--- src/rtl/pio_timer_pkg.sv ---
package pio_timer_pkg;

  localparam int TBYTE_W = 8;

  typedef enum logic [2:0] {
    PH_IDLE,
    PH_SETUP,
    PH_ACTIVE,
    PH_HOLD,
    PH_DONE
  } phase_e;

  // control -> datapath strobes
  typedef struct packed {
    logic startCycle;   // capture timing, load setup count
    logic enterActive;  // load active count
    logic enterHold;    // load hold count
    logic countDown;    // decrement running count
  } tmr_ctl_t;

  // datapath -> control status
  typedef struct packed {
    logic cntZero;
    logic iordyOk;
  } tmr_stat_t;

  function automatic int unsigned setupClocks(input logic [1:0] code);
    return 32'(code) + 32'd1;
  endfunction

  function automatic int unsigned holdClocks(input logic [2:0] code);
    case (code)
      3'd6:    return 32'd8;
      3'd7:    return 32'd12;
      default: return 32'(code) + 32'd1;
    endcase
  endfunction

  function automatic int unsigned activeClocks(input logic [2:0] code);
    case (code)
      3'd5:    return 32'd8;
      3'd6:    return 32'd12;
      3'd7:    return 32'd16;
      default: return 32'(code) + 32'd2;
    endcase
  endfunction

endpackage

--- src/rtl/pio_timer_datapath.sv ---
module pio_timer_datapath
  import pio_timer_pkg::*;
#(
  parameter int CNT_W = 5,
  parameter int SYNC_STAGES = 2,
  parameter logic [7:0] DATA_RST = 8'hF5,
  parameter logic [7:0] CMD_RST = 8'hDE
) (
  input  logic             clk,
  input  logic             rstN,
  input  tmr_ctl_t         ctl,
  input  logic             cfgWe,
  input  logic             cfgSelCmd,
  input  logic [TBYTE_W-1:0] cfgData,
  input  logic             useCmdTiming,
  input  logic             isWrite,
  input  logic             iordyEnable,
  input  logic             iordy,
  output tmr_stat_t        stat,
  output logic             snapWrite
);

  localparam logic [CNT_W-1:0] CNT_ZERO = '0;

  logic [TBYTE_W-1:0] dataTimingQ;
  logic [TBYTE_W-1:0] cmdTimingQ;
  logic [TBYTE_W-1:0] selByte;
  logic [2:0]         snapActive;
  logic [2:0]         snapHold;
  logic [CNT_W-1:0]   cnt;
  logic [SYNC_STAGES-1:0] syncQ;

  // timing byte storage
  always_ff @(posedge clk or negedge rstN) begin
    if (!rstN) begin
      dataTimingQ <= DATA_RST;
      cmdTimingQ  <= CMD_RST;
    end else if (cfgWe) begin
      if (cfgSelCmd) cmdTimingQ <= cfgData;
      else           dataTimingQ <= cfgData;
    end
  end

  assign selByte = useCmdTiming ? cmdTimingQ : dataTimingQ;

  // per-cycle capture of fields and direction
  always_ff @(posedge clk or negedge rstN) begin
    if (!rstN) begin
      snapActive <= '0;
      snapHold   <= '0;
      snapWrite  <= 1'b0;
    end else if (ctl.startCycle) begin
      snapActive <= selByte[2:0];
      snapHold   <= selByte[5:3];
      snapWrite  <= isWrite;
    end
  end

  // single shared interval counter
  always_ff @(posedge clk or negedge rstN) begin
    if (!rstN) begin
      cnt <= CNT_ZERO;
    end else if (ctl.startCycle) begin
      cnt <= CNT_W'(setupClocks(selByte[7:6]) - 32'd1);
    end else if (ctl.enterActive) begin
      cnt <= CNT_W'(activeClocks(snapActive) - 32'd1);
    end else if (ctl.enterHold) begin
      cnt <= CNT_W'(holdClocks(snapHold) - 32'd1);
    end else if (ctl.countDown && cnt != CNT_ZERO) begin
      cnt <= cnt - 1'b1;
    end
  end

  // ready synchronizer
  generate
    for (genvar g = 0; g < SYNC_STAGES; g++) begin : gSync
      if (g == 0) begin : gFirst
        always_ff @(posedge clk or negedge rstN) begin
          if (!rstN) syncQ[g] <= 1'b0;
          else       syncQ[g] <= iordy;
        end
      end else begin : gNext
        always_ff @(posedge clk or negedge rstN) begin
          if (!rstN) syncQ[g] <= 1'b0;
          else       syncQ[g] <= syncQ[g-1];
        end
      end
    end
  endgenerate

  assign stat.cntZero = (cnt == CNT_ZERO);
  assign stat.iordyOk = !iordyEnable || syncQ[SYNC_STAGES-1];

  // counter never moves while no cycle runs
  assert_cnt_idle_R5: assert property (@(posedge clk) disable iff (!rstN)
    (ctl == '0 && $past(ctl) == '0) |-> $stable(cnt));

endmodule

--- src/rtl/pio_timer_ctrl.sv ---
module pio_timer_ctrl
  import pio_timer_pkg::*;
(
  input  logic      clk,
  input  logic      rstN,
  input  logic      startReq,
  input  tmr_stat_t stat,
  input  logic      snapWrite,
  output tmr_ctl_t  ctl,
  output logic      diorN,
  output logic      diowN,
  output logic      busy,
  output logic      done
);

  phase_e phase, phaseNext;

  always_ff @(posedge clk or negedge rstN) begin
    if (!rstN) phase <= PH_IDLE;
    else       phase <= phaseNext;
  end

  always_comb begin
    ctl       = '0;
    phaseNext = phase;
    case (phase)
      PH_IDLE: begin
        if (startReq) begin
          ctl.startCycle = 1'b1;
          phaseNext      = PH_SETUP;
        end
      end
      PH_SETUP: begin
        if (stat.cntZero) begin
          ctl.enterActive = 1'b1;
          phaseNext       = PH_ACTIVE;
        end else begin
          ctl.countDown = 1'b1;
        end
      end
      PH_ACTIVE: begin
        if (stat.cntZero && stat.iordyOk) begin
          ctl.enterHold = 1'b1;
          phaseNext     = PH_HOLD;
        end else begin
          ctl.countDown = 1'b1;
        end
      end
      PH_HOLD: begin
        if (stat.cntZero) phaseNext = PH_DONE;
        else              ctl.countDown = 1'b1;
      end
      PH_DONE:  phaseNext = PH_IDLE;
      default:  phaseNext = PH_IDLE;
    endcase
  end

  assign diorN = !(phase == PH_ACTIVE && !snapWrite);
  assign diowN = !(phase == PH_ACTIVE &&  snapWrite);
  assign busy  = (phase != PH_IDLE);
  assign done  = (phase == PH_DONE);

  assert_done_after_hold_R5: assert property (@(posedge clk) disable iff (!rstN)
    done |-> $past(phase) == PH_HOLD);

  assert_done_single_R5: assert property (@(posedge clk) disable iff (!rstN)
    done |=> !done);

  assert_active_order_R5: assert property (@(posedge clk) disable iff (!rstN)
    (phase == PH_ACTIVE) |-> ($past(phase) == PH_SETUP || $past(phase) == PH_ACTIVE));

  assert_iordy_stretch_R8: assert property (@(posedge clk) disable iff (!rstN)
    (phase == PH_ACTIVE && !stat.iordyOk) |=> phase == PH_ACTIVE);

  assert_no_restart_R9: assert property (@(posedge clk) disable iff (!rstN)
    (phase == PH_ACTIVE || phase == PH_HOLD || phase == PH_DONE) |=> phase != PH_SETUP);

  assert_one_strobe_R6: assert property (@(posedge clk) disable iff (!rstN)
    !(!diorN && !diowN));

endmodule

--- src/rtl/pio_cycle_timer.sv ---
module pio_cycle_timer
  import pio_timer_pkg::*;
#(
  parameter int CNT_W = 5,
  parameter int SYNC_STAGES = 2,
  parameter logic [7:0] DATA_RST = 8'hF5,
  parameter logic [7:0] CMD_RST = 8'hDE
) (
  input  logic       clk,
  input  logic       rstN,
  input  logic       cfgWe,
  input  logic       cfgSelCmd,
  input  logic [7:0] cfgData,
  input  logic       startReq,
  input  logic       isWrite,
  input  logic       useCmdTiming,
  input  logic       iordyEnable,
  input  logic       iordy,
  output logic       diorN,
  output logic       diowN,
  output logic       busy,
  output logic       done
);

  tmr_ctl_t  ctl;
  tmr_stat_t stat;
  logic      snapWrite;

  pio_timer_datapath #(
    .CNT_W(CNT_W), .SYNC_STAGES(SYNC_STAGES),
    .DATA_RST(DATA_RST), .CMD_RST(CMD_RST)
  ) uDp (
    .clk(clk), .rstN(rstN), .ctl(ctl),
    .cfgWe(cfgWe), .cfgSelCmd(cfgSelCmd), .cfgData(cfgData),
    .useCmdTiming(useCmdTiming), .isWrite(isWrite),
    .iordyEnable(iordyEnable), .iordy(iordy),
    .stat(stat), .snapWrite(snapWrite)
  );

  pio_timer_ctrl uCtrl (
    .clk(clk), .rstN(rstN), .startReq(startReq),
    .stat(stat), .snapWrite(snapWrite), .ctl(ctl),
    .diorN(diorN), .diowN(diowN), .busy(busy), .done(done)
  );

endmodule

--- config.mk ---
export PLATFORM = sky130hd
export DESIGN_NAME = pio_cycle_timer
export DESIGN_NICKNAME = d
export VERILOG_FILES = /design/src/rtl/pio_timer_pkg.sv /design/src/rtl/pio_timer_datapath.sv /design/src/rtl/pio_timer_ctrl.sv /design/src/rtl/pio_cycle_timer.sv
export SDC_FILE = /design/constraint.sdc
export NUM_CORES = 1
export LEC_CHECK = 0
export ABC_AREA = 1
export BUFFER_PORTS_ARGS = -buffer_cell sky130_fd_sc_hd__buf_2
export CAP_MARGIN = 0
export CORE_ASPECT_RATIO = 1.2
export CORE_MARGIN = 1.5
export CORE_UTILIZATION = 47
export DETAILED_ROUTE_END_ITERATION = 12
export GPL_TIMING_DRIVEN = 0
export PLACE_DENSITY = 0.73
export SYNTH_ARGS = -nofsm -noshare
export SYNTH_HDL_FRONTEND = slang
export SYNTH_SLANG_ARGS = --single-unit
--- constraint.sdc ---
create_clock -name clk -period 2.45 [get_ports clk]
set_clock_uncertainty 0.1 [all_clocks]
set_input_delay 0.49 -clock clk [delete_from_list [all_inputs] [get_ports clk]]
set_output_delay 0.49 -clock clk [all_outputs]
set_load 0.005 [all_outputs]
==> results.sh, run 1 <==
export IMPL_status="completed"
export IMPL_power_static_leakage_nw=1.07
export IMPL_timing_critical_path_max_delay_family="simple AND/OR/NAND/NOR gates"
export IMPL_worst_path_largest_cell_delay_ns=0.27
export IMPL_drtPass1Iterations=6
export IMPL_critical_path_class="in2reg"
export IMPL_dp_cells=308
export IMPL_post_synth_inst_count=237
export IMPL_crit_path_frequent_cell="sky130_fd_sc_hd__nand2_1"
export IMPL_path_clk_slew_ns=0.07
export IMPL_synth_nets=258
export IMPL_post_route_cells_drive_above_1_share=0.239
export IMPL_root_buffer="sky130_fd_sc_hd__clkbuf_8"
export IMPL_setup_slack_ns=0.339
export IMPL_die_height_um=71.4
export IMPL_crit_required_ns=2.53
export IMPL_dp_final_hpwl_um=2670
export IMPL_wl_um=3610
export IMPL_syn_area_um2=1830
export IMPL_slew_violations=0
export IMPL_cp_start_kind="input pin"
export IMPL_number_of_drc_markers_in_iteration_0=68
export IMPL_route_vias_total=1566
export IMPL_cts_sink_count=33
export IMPL_post_cts_setup_buffers=0
export IMPL_yosys_cell_types_count=28
export IMPL_max_slew_margin=0.518
export IMPL_maxCapViolCount=0
export IMPL_min_path_type="in2async"
export IMPL_number_of_global_route_vias_before_repair=1462
export IMPL_maxClockFrequency_ghz=0.474
export IMPL_critical_path_arrival_ns=2.19
export IMPL_crit_chain="buf_2, inv_1, nand2_1, nand2_1, ha_1, nor2_1, inv_1, nand2_2, ha_1, nand3_1, nor2_1, nand2_1, nand3_1, o21ai_1"
export IMPL_final_core_util=0.572
export IMPL_detail_route_drc_violations=0
export IMPL_synth_seq_area_share=0.459
export IMPL_vdd_drop_max_uv=450
export IMPL_io_buffers=19
export IMPL_ios=21
export IMPL_minimum_period_implied_by_the_final_worst_setup_slack_ns=2.11
export IMPL_clock_tree_from_tritoncts="done"
export IMPL_synth_avg_cell_area_um2=7.73
export IMPL_grt_total_ovfl=0
export IMPL_clockBufferDepth=2
export IMPL_core_area_um2=3690
export IMPL_clock_tree_htree_level_count=2
export IMPL_ys_warnings_count=0
export IMPL_drt_antenna_violating_nets=0
export IMPL_area_delta_synth_final_pct=15.3
export IMPL_largest_net_degree_at_the_start_of_global_routing=34
export IMPL_die_width_um=60.0
export IMPL_groute_usage_overall=0.195
export IMPL_final_tns_setup_ns=0
export IMPL_gp_congestion=0.811
export IMPL_worst_slew_pin_slew_ns=0.724
export IMPL_slowest_cell_on_the_critical_path="sky130_fd_sc_hd__ha_1"
export IMPL_cts_made_buffers=5
export IMPL_worst_skew_pair_late_latency_ns=0.29
export IMPL_power_density_nw_per_um2=1110
export IMPL_hold_slack_ns=0.150
export IMPL_fp_row_count=24
export IMPL_rsz0062_at_grt="false"
export IMPL_crit_path_max_fanout=9
export IMPL_initial_utilization=0.496
export IMPL_wl_per_cell_um=11.4
export IMPL_fin_cells=316
export IMPL_global_route_wire_length_before_repair_um=6290
export IMPL_timing_critical_path_to_type="register"
export IMPL_nets=284
export IMPL_critPathBufInv=3
export IMPL_die_area_um2=4290
export IMPL_diodes=0
export IMPL_final_setup_viol_count=0
export IMPL_cts_hold_buffers=0
export IMPL_final_cycle_utilization_of_the_critical_path=0.861
export IMPL_avgViaCountPerCell=4.96
export IMPL_post_cts_resized_instances=0
export IMPL_timing_final_hold_violations=0
export IMPL_antenna_found_initial=0
export IMPL_post_synthesis_sequential_element_count=33
export IMPL_place_ws_ns=0.0691
-- logic make-up after synthesis --
kind of cell    Yosys count  share of synthesized area
simple gates            123                      0.311
fa+ha+maj                 4                     0.0273
compound gates           39                      0.124
flops                    33                      0.459
buf+inv                  38                     0.0785
-- layout by cell type, fill, tap and decap left out, types with 3 or more instances in the layout --
cell type / Yosys / final
sky130_fd_sc_hd__dfrtp_1: 21 / 21
sky130_fd_sc_hd__nand2_2: 5 / 5
sky130_fd_sc_hd__nand2_1: 65 / 65
sky130_fd_sc_hd__nor2_1: 26 / 26
sky130_fd_sc_hd__nand2_4: 3 / 3
sky130_fd_sc_hd__o21ai_0: 21 / 21
sky130_fd_sc_hd__nand4_1: 3 / 3
sky130_fd_sc_hd__inv_2: 5 / 5
sky130_fd_sc_hd__buf_2: 1 / 20
sky130_fd_sc_hd__ha_1: 4 / 4
sky130_fd_sc_hd__inv_1: 29 / 29
sky130_fd_sc_hd__clkbuf_8: 0 / 6
sky130_fd_sc_hd__o21ai_1: 3 / 3
sky130_fd_sc_hd__nand3_1: 9 / 9
sky130_fd_sc_hd__o31ai_1: 5 / 5
sky130_fd_sc_hd__nand3_2: 4 / 4
sky130_fd_sc_hd__dfstp_2: 12 / 12
-- layer usage --
layer  vias up  global-route usage  part of all wire  wire length [um]
li1        809                   -                 -                 -
met4         0              0.0889             0.024                85
met5         -                   0                 0                 0
met1       713               0.232              0.44              1590
met2        35               0.327              0.50              1810
met3         9              0.0433             0.035               127
-- final timing paths --
path / start / endpoint / slack, ns / cells past startpoint
max in group asynchronous: rstN / uDp.dataTimingQ[3] / 1.64 / 1
worst max-delay path: useCmdTiming / uDp.cnt[4] / 0.34 / 14
worst min-delay path: rstN / uDp.snapHold[0] / 0.15 / 1
worst min register to register: uDp.syncQ[0] / uDp.syncQ[1] / 0.26 / 0
min in group clk: iordy / uDp.syncQ[0] / 0.20 / 1
worst max register to register: uDp.cnt[0] / uDp.cnt[4] / 0.35 / 13
-- sequential cells by signal, indices dropped and copies added (netlist names) --
name	cells
uDp.cmdTimingQ	8
uDp.syncQ	2
uDp.snapActive	3
uCtrl.phase	3
uDp.snapHold	3
uDp.cnt	5
uDp.snapWrite	1
uDp.dataTimingQ	8
-- area by class of cell --
class,count,area [um2]
plain buffers,4,16.3
fillers,352,1580
multi-input cells,166,848
inverters,34,128
flip-flops and latches,33,841
repair buffers,19,95.1
well taps,52,65.1
clock inverters,2,37.5
clock buffers,6,82.6
-- synth_stat cells --
cell type                  instances  area, um2
sky130_fd_sc_hd__buf_1             1       3.75
sky130_fd_sc_hd__nand2_4           3       33.8
sky130_fd_sc_hd__o211ai_1          1       7.51
sky130_fd_sc_hd__inv_1            29        109
sky130_fd_sc_hd__inv_2             5       18.8
sky130_fd_sc_hd__nor2_1           26       97.6
sky130_fd_sc_hd__nand3b_1          2       15.0
sky130_fd_sc_hd__nand3_1           9       45.0
sky130_fd_sc_hd__nor2_4            2       22.5
sky130_fd_sc_hd__nand2_1          65        244
sky130_fd_sc_hd__nand3_2           4       40.0
sky130_fd_sc_hd__clkbuf_1          2       7.51
sky130_fd_sc_hd__o21ai_1           3       15.0
sky130_fd_sc_hd__o31ai_1           5       37.5
sky130_fd_sc_hd__a21oi_1           2       10.0
sky130_fd_sc_hd__a21oi_2           2       17.5
sky130_fd_sc_hd__o21bai_1          2       15.0
sky130_fd_sc_hd__dfrtp_1          21        526
sky130_fd_sc_hd__nor2_2            2       12.5
sky130_fd_sc_hd__nand4_1           3       18.8
sky130_fd_sc_hd__a31oi_1           2       12.5
sky130_fd_sc_hd__nor3_1            2       10.0
sky130_fd_sc_hd__ha_1              4       50.1
sky130_fd_sc_hd__nand2_2           5       31.3
sky130_fd_sc_hd__dfstp_2          12        315
sky130_fd_sc_hd__o21ai_0          21        105
sky130_fd_sc_hd__a211oi_1          1       7.51
sky130_fd_sc_hd__buf_2             1       5.00
-- through the flow --
stage	power, W	cell area (um2)
after floorplan	0.00159	1830
after global placement	0.00178	1990
after detailed placement	0.00180	1990
after CTS	0.00235	2110
after global routing	0.00255	2110
final	0.00234	2110
-- power by group --
group / internal [W] / total (W) / switching [W]
Clock: 0.000330 / 0.000539 / 0.000208
Combinational: 0.000357 / 0.000963 / 0.000606
Sequential: 0.000715 / 0.000839 / 0.000124
Power figures use the tool's default switching activity.
==> run 2: changes to the inputs <==
--- a/config.mk
+++ b/config.mk
@@ -10,10 +10,10 @@
 export CAP_MARGIN = 0
 export CORE_ASPECT_RATIO = 1.2
 export CORE_MARGIN = 1.5
-export CORE_UTILIZATION = 47
+export CORE_UTILIZATION = 40
 export DETAILED_ROUTE_END_ITERATION = 12
 export GPL_TIMING_DRIVEN = 0
-export PLACE_DENSITY = 0.73
+export PLACE_DENSITY = 0.65
 export SYNTH_ARGS = -nofsm -noshare
 export SYNTH_HDL_FRONTEND = slang
 export SYNTH_SLANG_ARGS = --single-unit
==> run 2 against run 1 <==
  * Register-to-register slack barely moved
  * Fmax rose by 0.91%
  * Via count is 3.8% lower
  * Utilization is 8.7 points lower
  * Clock power fell by 16%
  * Non-clock buffer count stayed put
  * Final area is 0.65% lower
  * Global-route usage down 2.9 points
  * Power down 4.2%
  * Count of clock-buffer cells in the layout increased by 1
  * Combinational power shrank 0.8%
==> results.sh, run 2 (synthesized netlist as in run 1, its figures left out) <==
export IMPL_wl_um=3620
export IMPL_cts_hold_buffers=0
export IMPL_globalRouteMet3Util=0.0308
export IMPL_slew_violations=0
export IMPL_final_cycle_utilization_of_the_critical_path=0.854
export IMPL_power_density_nw_per_um2=1070
export IMPL_number_of_global_route_vias_before_repair=1465
export IMPL_min_path_type="in2async"
export IMPL_clock_tree_from_tritoncts="done"
export IMPL_filler_cell_count=436
export IMPL_crit_path_max_fanout=6
export IMPL_path_clk_slew_ns=0.07
export IMPL_largest_registers="uDp.cmdTimingQ x8, uDp.dataTimingQ x8, uDp.cnt x5"
export IMPL_detail_route_drc_violations=0
export IMPL_cts_made_buffers=5
export IMPL_gr_util_met2=0.280
export IMPL_post_cts_setup_buffers=0
export IMPL_clock_tree_htree_level_count=2
export IMPL_avgViaCountPerCell=4.71
export IMPL_nets=284
export IMPL_grt_util_met1=0.210
export IMPL_clockBufferDepth=2
export IMPL_crit_path_start="uDp.snapHold[0]"
export IMPL_gp_congestion=0.812
export IMPL_final_setup_viol_count=0
export IMPL_route_vias_total=1507
export IMPL_antenna_found_initial=0
export IMPL_cts_sink_count=33
export IMPL_initial_utilization=0.424
export IMPL_most_common_cell_after_layout_fill_and_taps_aside="sky130_fd_sc_hd__nand2_1"
export IMPL_ios=21
export IMPL_rsz0062_at_grt="false"
export IMPL_diodes=0
export IMPL_cp_start_kind="register"
export IMPL_timing_final_hold_violations=0
export IMPL_maxClockFrequency_ghz=0.478
export IMPL_worst_skew_pair_late_latency_ns=0.28
export IMPL_maxCapViolCount=0
export IMPL_timing_rr_start="uDp.snapHold[0]"
export IMPL_power_w=0.00224
export IMPL_final_cell_mix="sky130_fd_sc_hd__nand2_1 (65), sky130_fd_sc_hd__inv_1 (29), sky130_fd_sc_hd__nor2_1 (26)"
export IMPL_drtPass1Iterations=4
export IMPL_minimum_period_implied_by_the_final_worst_setup_slack_ns=2.09
export IMPL_core_area_um2=4330
export IMPL_worst_reg_to_reg_cells=14
export IMPL_die_area_um2=5000
export IMPL_post_route_cells_drive_above_1_share=0.239
export IMPL_vdd_drop_max_uv=445
export IMPL_drt_antenna_violating_nets=0
export IMPL_worst_slew_pin_slew_ns=0.726
export IMPL_status="completed"
export IMPL_die_width_um=64.8
export IMPL_final_tns_setup_ns=0
export IMPL_groute_usage_overall=0.166
export IMPL_busiest_layer="met2"
export IMPL_largest_net_degree_at_the_start_of_global_routing=34
export IMPL_grt_total_ovfl=0
export IMPL_die_height_um=77.2
export IMPL_area_delta_synth_final_pct=14.5
export IMPL_number_of_drc_markers_in_iteration_0=65
export IMPL_crit_required_ns=2.52
export IMPL_fp_row_count=26
export IMPL_power_static_leakage_nw=1.07
export IMPL_critical_path_class="reg2reg"
export IMPL_max_slew_margin=0.516
export IMPL_wl_per_cell_um=11.3
export IMPL_dp_final_hpwl_um=2700
export IMPL_timing_critical_path_to_type="register"
export IMPL_global_route_wire_length_before_repair_um=6550
export IMPL_io_buffers=19
export IMPL_post_cts_resized_instances=0
export IMPL_critical_path_arrival_ns=2.16
export IMPL_root_buffer="sky130_fd_sc_hd__clkbuf_8"
## run 2: area by class of cell
cell class | instances | area, um2 | share of cell area
inverter | 34 | 128 | 0.0608
tap | 56 | 70.1 | 0.0334
sequential | 33 | 841 | 0.400
buffer | 4 | 16.3 | 0.00775
clock inverter | 1 | 5.00 | 0.00238
timing repair buffer | 19 | 95.1 | 0.0453
clock buffer | 7 | 96.3 | 0.0459
multi-input combinational | 166 | 848 | 0.404
## run 2: worst max-delay path: stages (launching register included)
cell and delay [ns]:
sky130_fd_sc_hd__dfrtp_1 0.45, sky130_fd_sc_hd__inv_1 0.09, sky130_fd_sc_hd__ha_1 0.14, sky130_fd_sc_hd__nand2_1 0.07, sky130_fd_sc_hd__nand2_1 0.10, sky130_fd_sc_hd__nor2_1 0.05, sky130_fd_sc_hd__nand3_1 0.09, sky130_fd_sc_hd__nand3b_1 0.13
sky130_fd_sc_hd__a21oi_2 0.16, sky130_fd_sc_hd__ha_1 0.18, sky130_fd_sc_hd__nand3_1 0.12, sky130_fd_sc_hd__nor2_1 0.11, sky130_fd_sc_hd__nand2_1 0.05, sky130_fd_sc_hd__nand3_1 0.09, sky130_fd_sc_hd__o21ai_1 0.06
## run 2: worst paths after layout
path / end / slack (ns)
setup / recovery: uDp.cnt[4] / 0.36
hold / removal: uDp.syncQ[1] / 0.16
setup reg to reg: uDp.cnt[4] / 0.36
hold reg to reg: uDp.syncQ[1] / 0.25
max in group asynchronous: uDp.cmdTimingQ[0] / 1.62
min in group clk: uDp.syncQ[0] / 0.21
## run 2: metrics by stage
stage	util	cell area [um2]	instances	hold slack (ns)	setup slack [ns]
final	0.485	2100	320	0.160	0.358
after global routing	0.485	2100	320	0.213	0.0988
after CTS	0.485	2100	320	0.179	0.347
after detailed placement	0.462	2000	312	0.238	0.0933
after global placement	0.462	2000	312	0.235	0.0781
after floorplan	-	1830	237	0.0944	0.329
## run 2: power breakdown
group | internal, W | switching, W
clock | 0.000254 | 0.000197
sequential | 0.000715 | 0.000122
combinational | 0.000357 | 0.000597
total | 0.00133 | 0.000916
## run 2: layer usage
metal	up-vias	wire [um]
met5	-	0
met4	0	57
met3	5	124
met2	30	1820
met1	667	1620
li1	805	-
==> run 3: changes to the inputs <==
==> constraint.sdc (replaced) <==
create_clock -name clk -period 2.45 [get_ports clk]
set_clock_uncertainty 0.1 [all_clocks]
set_input_delay 0.1225 -clock clk [delete_from_list [all_inputs] [get_ports clk]]
set_output_delay 0.1225 -clock clk [all_outputs]
set_load 0.005 [all_outputs]
==> run 3 against run 2 <==
  * Power grew 0.47%
  * Combinational power up 1%
  * Sequential cell count unchanged
  * Clock power hardly changed
  * Routed wire length grew 1.2%
  * Count of clock-buffer cells in the layout unchanged
  * Die area unchanged
  * Sequential share of layout area fell by 2.0 points
  * Non-clock buffer count up 11
  * Highest routed layer unchanged
==> results.sh, run 3 (synthesized netlist as in run 1, its figures left out) <==
export IMPL_power_static_leakage_nw=1.11
export IMPL_vdd_drop_max_uv=450
export IMPL_die_area_um2=5000
export IMPL_fp_row_count=26
export IMPL_status="completed"
export IMPL_final_cycle_utilization_of_the_critical_path=0.854
export IMPL_rsz0062_at_grt="false"
export IMPL_clock_tree_htree_level_count=2
export IMPL_antenna_found_initial=0
export IMPL_final_setup_viol_count=0
export IMPL_die_width_um=64.8
export IMPL_critical_path_class="reg2reg"
export IMPL_gp_congestion=0.812
export IMPL_die_height_um=77.2
export IMPL_maxCapViolCount=0
export IMPL_diodes=0
export IMPL_clock_tree_from_tritoncts="done"
export IMPL_worst_skew_pair_late_latency_ns=0.28
export IMPL_post_cts_setup_buffers=0
export IMPL_cts_made_buffers=5
export IMPL_drtPass1Iterations=4
export IMPL_min_path_type="in2reg"
export IMPL_post_route_cells_drive_above_1_share=0.229
export IMPL_final_seq_area_um2=841
export IMPL_minimum_period_implied_by_the_final_worst_setup_slack_ns=2.09
export IMPL_crit_path_max_fanout=6
export IMPL_drt_antenna_violating_nets=0
export IMPL_area_delta_synth_final_pct=20.5
export IMPL_setup_slack_ns=0.357
export IMPL_root_buffer="sky130_fd_sc_hd__clkbuf_8"
export IMPL_final_tns_setup_ns=0
export IMPL_grt_total_ovfl=0
export IMPL_ios=21
export IMPL_core_area_um2=4330
export IMPL_reg2reg_setup_slack_ns=0.36
export IMPL_cp_start_kind="register"
export IMPL_nets=295
export IMPL_cts_sink_count=33
export IMPL_wl_um=3670
export IMPL_timing_final_hold_violations=0
export IMPL_path_clk_slew_ns=0.07
export IMPL_avgViaCountPerCell=4.68
export IMPL_crit_required_ns=2.51
export IMPL_wl_per_cell_um=11.1
export IMPL_clockBufferDepth=2
export IMPL_global_route_wire_length_before_repair_um=6620
export IMPL_max_slew_margin=0.517
export IMPL_worst_slew_pin_slew_ns=0.725
export IMPL_io_buffers=19
export IMPL_dp_final_hpwl_um=2700
export IMPL_critical_path_arrival_ns=2.16
export IMPL_largest_registers="uDp.cmdTimingQ x8, uDp.dataTimingQ x8, uDp.cnt x5"
export IMPL_multi_input_comb_area_um2=848
export IMPL_route_vias_total=1549
export IMPL_initial_utilization=0.424
export IMPL_number_of_drc_markers_in_iteration_0=89
export IMPL_power_density_nw_per_um2=1020
export IMPL_final_cell_mix="sky130_fd_sc_hd__nand2_1 (65), sky130_fd_sc_hd__inv_1 (29), sky130_fd_sc_hd__nor2_1 (26)"
export IMPL_largest_net_degree_at_the_start_of_global_routing=34
export IMPL_slew_violations=0
export IMPL_timing_critical_path_to_type="register"
export IMPL_maxClockFrequency_ghz=0.478
export IMPL_place_ws_ns=0.384
export IMPL_filler_cell_count=412
export IMPL_most_common_cell_after_layout_fill_and_taps_aside="sky130_fd_sc_hd__nand2_1"
export IMPL_number_of_global_route_vias_before_repair=1504
export IMPL_detail_route_drc_violations=0
export IMPL_groute_usage_overall=0.168
==> run 3: changes by cell type in the layout (fill, tap and decap cells not counted), sizes merged <==
cell / delta
dlygate4sd3: +11
==> run 3: final timing paths <==
check                                 from           endpoint  depth (start not counted)
min in group asynchronous             rstN       uDp.syncQ[1]                          2
setup / recovery           uDp.snapHold[0]         uDp.cnt[4]                         14
hold reg to reg               uDp.syncQ[0]       uDp.syncQ[1]                          0
hold / removal                useCmdTiming  uDp.snapActive[2]                          3
setup reg to reg           uDp.snapHold[0]         uDp.cnt[4]                         14
max in group asynchronous             rstN  uDp.cmdTimingQ[0]                          2
==> run 3: timing repair <==
action / in CTS / in global routing
resized for setup: 0 / 0
hold endpoints to repair: 36 / 0
hold buffers: 11 / 0
==> run 3: layout make-up <==
cell class | instances | area share
inverters | 34 | 0.0578
well taps | 56 | 0.0317
multi-input cells | 166 | 0.384
repair buffers | 30 | 0.0929
clock buffers | 7 | 0.0436
clock inverters | 1 | 0.00227
plain buffers | 4 | 0.00736
flip-flops and latches | 33 | 0.381
==> run 3: per-stage QoR <==
stage | cell area [um2] | power (W) | util | hold slack, ns | cells
finish | 2210 | 0.00225 | 0.511 | 0.0810 | 331
global route | 2210 | 0.00249 | 0.511 | 0.111 | 331
CTS | 2210 | 0.00228 | 0.511 | 0.0678 | 331
detailed placement | 2000 | 0.00181 | 0.462 | 0.120 | 312
global placement | 2000 | 0.00178 | 0.462 | 0.120 | 312
floorplan | 1830 | 0.00159 | - | -0.273 | 237
==> run 3: power breakdown <==
group	switching, W	leakage (nW)	internal, W
logic	0.000599	0.676	0.000369
clock network	0.000194	0.0542	0.000254
registers	0.000122	0.384	0.000715
total	0.000915	1.11	0.00134
==> run 3: layer usage <==
layer | vias to the layer above | global-route usage | part of all wire
met5 | - | 0 | 0
met4 | 0 | 0.0574 | 0.0079
met3 | 2 | 0.0308 | 0.026
met2 | 27 | 0.287 | 0.51
met1 | 691 | 0.209 | 0.46
li1 | 829 | - | -
==> run 3: worst max-delay path, cell delays in order (launching register included) <==
cell,delay (ns)
sky130_fd_sc_hd__dfrtp_1,0.45
sky130_fd_sc_hd__inv_1,0.09
sky130_fd_sc_hd__ha_1,0.14
sky130_fd_sc_hd__nand2_1,0.07
sky130_fd_sc_hd__nand2_1,0.10
sky130_fd_sc_hd__nor2_1,0.05
sky130_fd_sc_hd__nand3_1,0.09
sky130_fd_sc_hd__nand3b_1,0.13
sky130_fd_sc_hd__a21oi_2,0.16
sky130_fd_sc_hd__ha_1,0.18
sky130_fd_sc_hd__nand3_1,0.12
sky130_fd_sc_hd__nor2_1,0.11
sky130_fd_sc_hd__nand2_1,0.05
sky130_fd_sc_hd__nand3_1,0.09
sky130_fd_sc_hd__o21ai_1,0.06
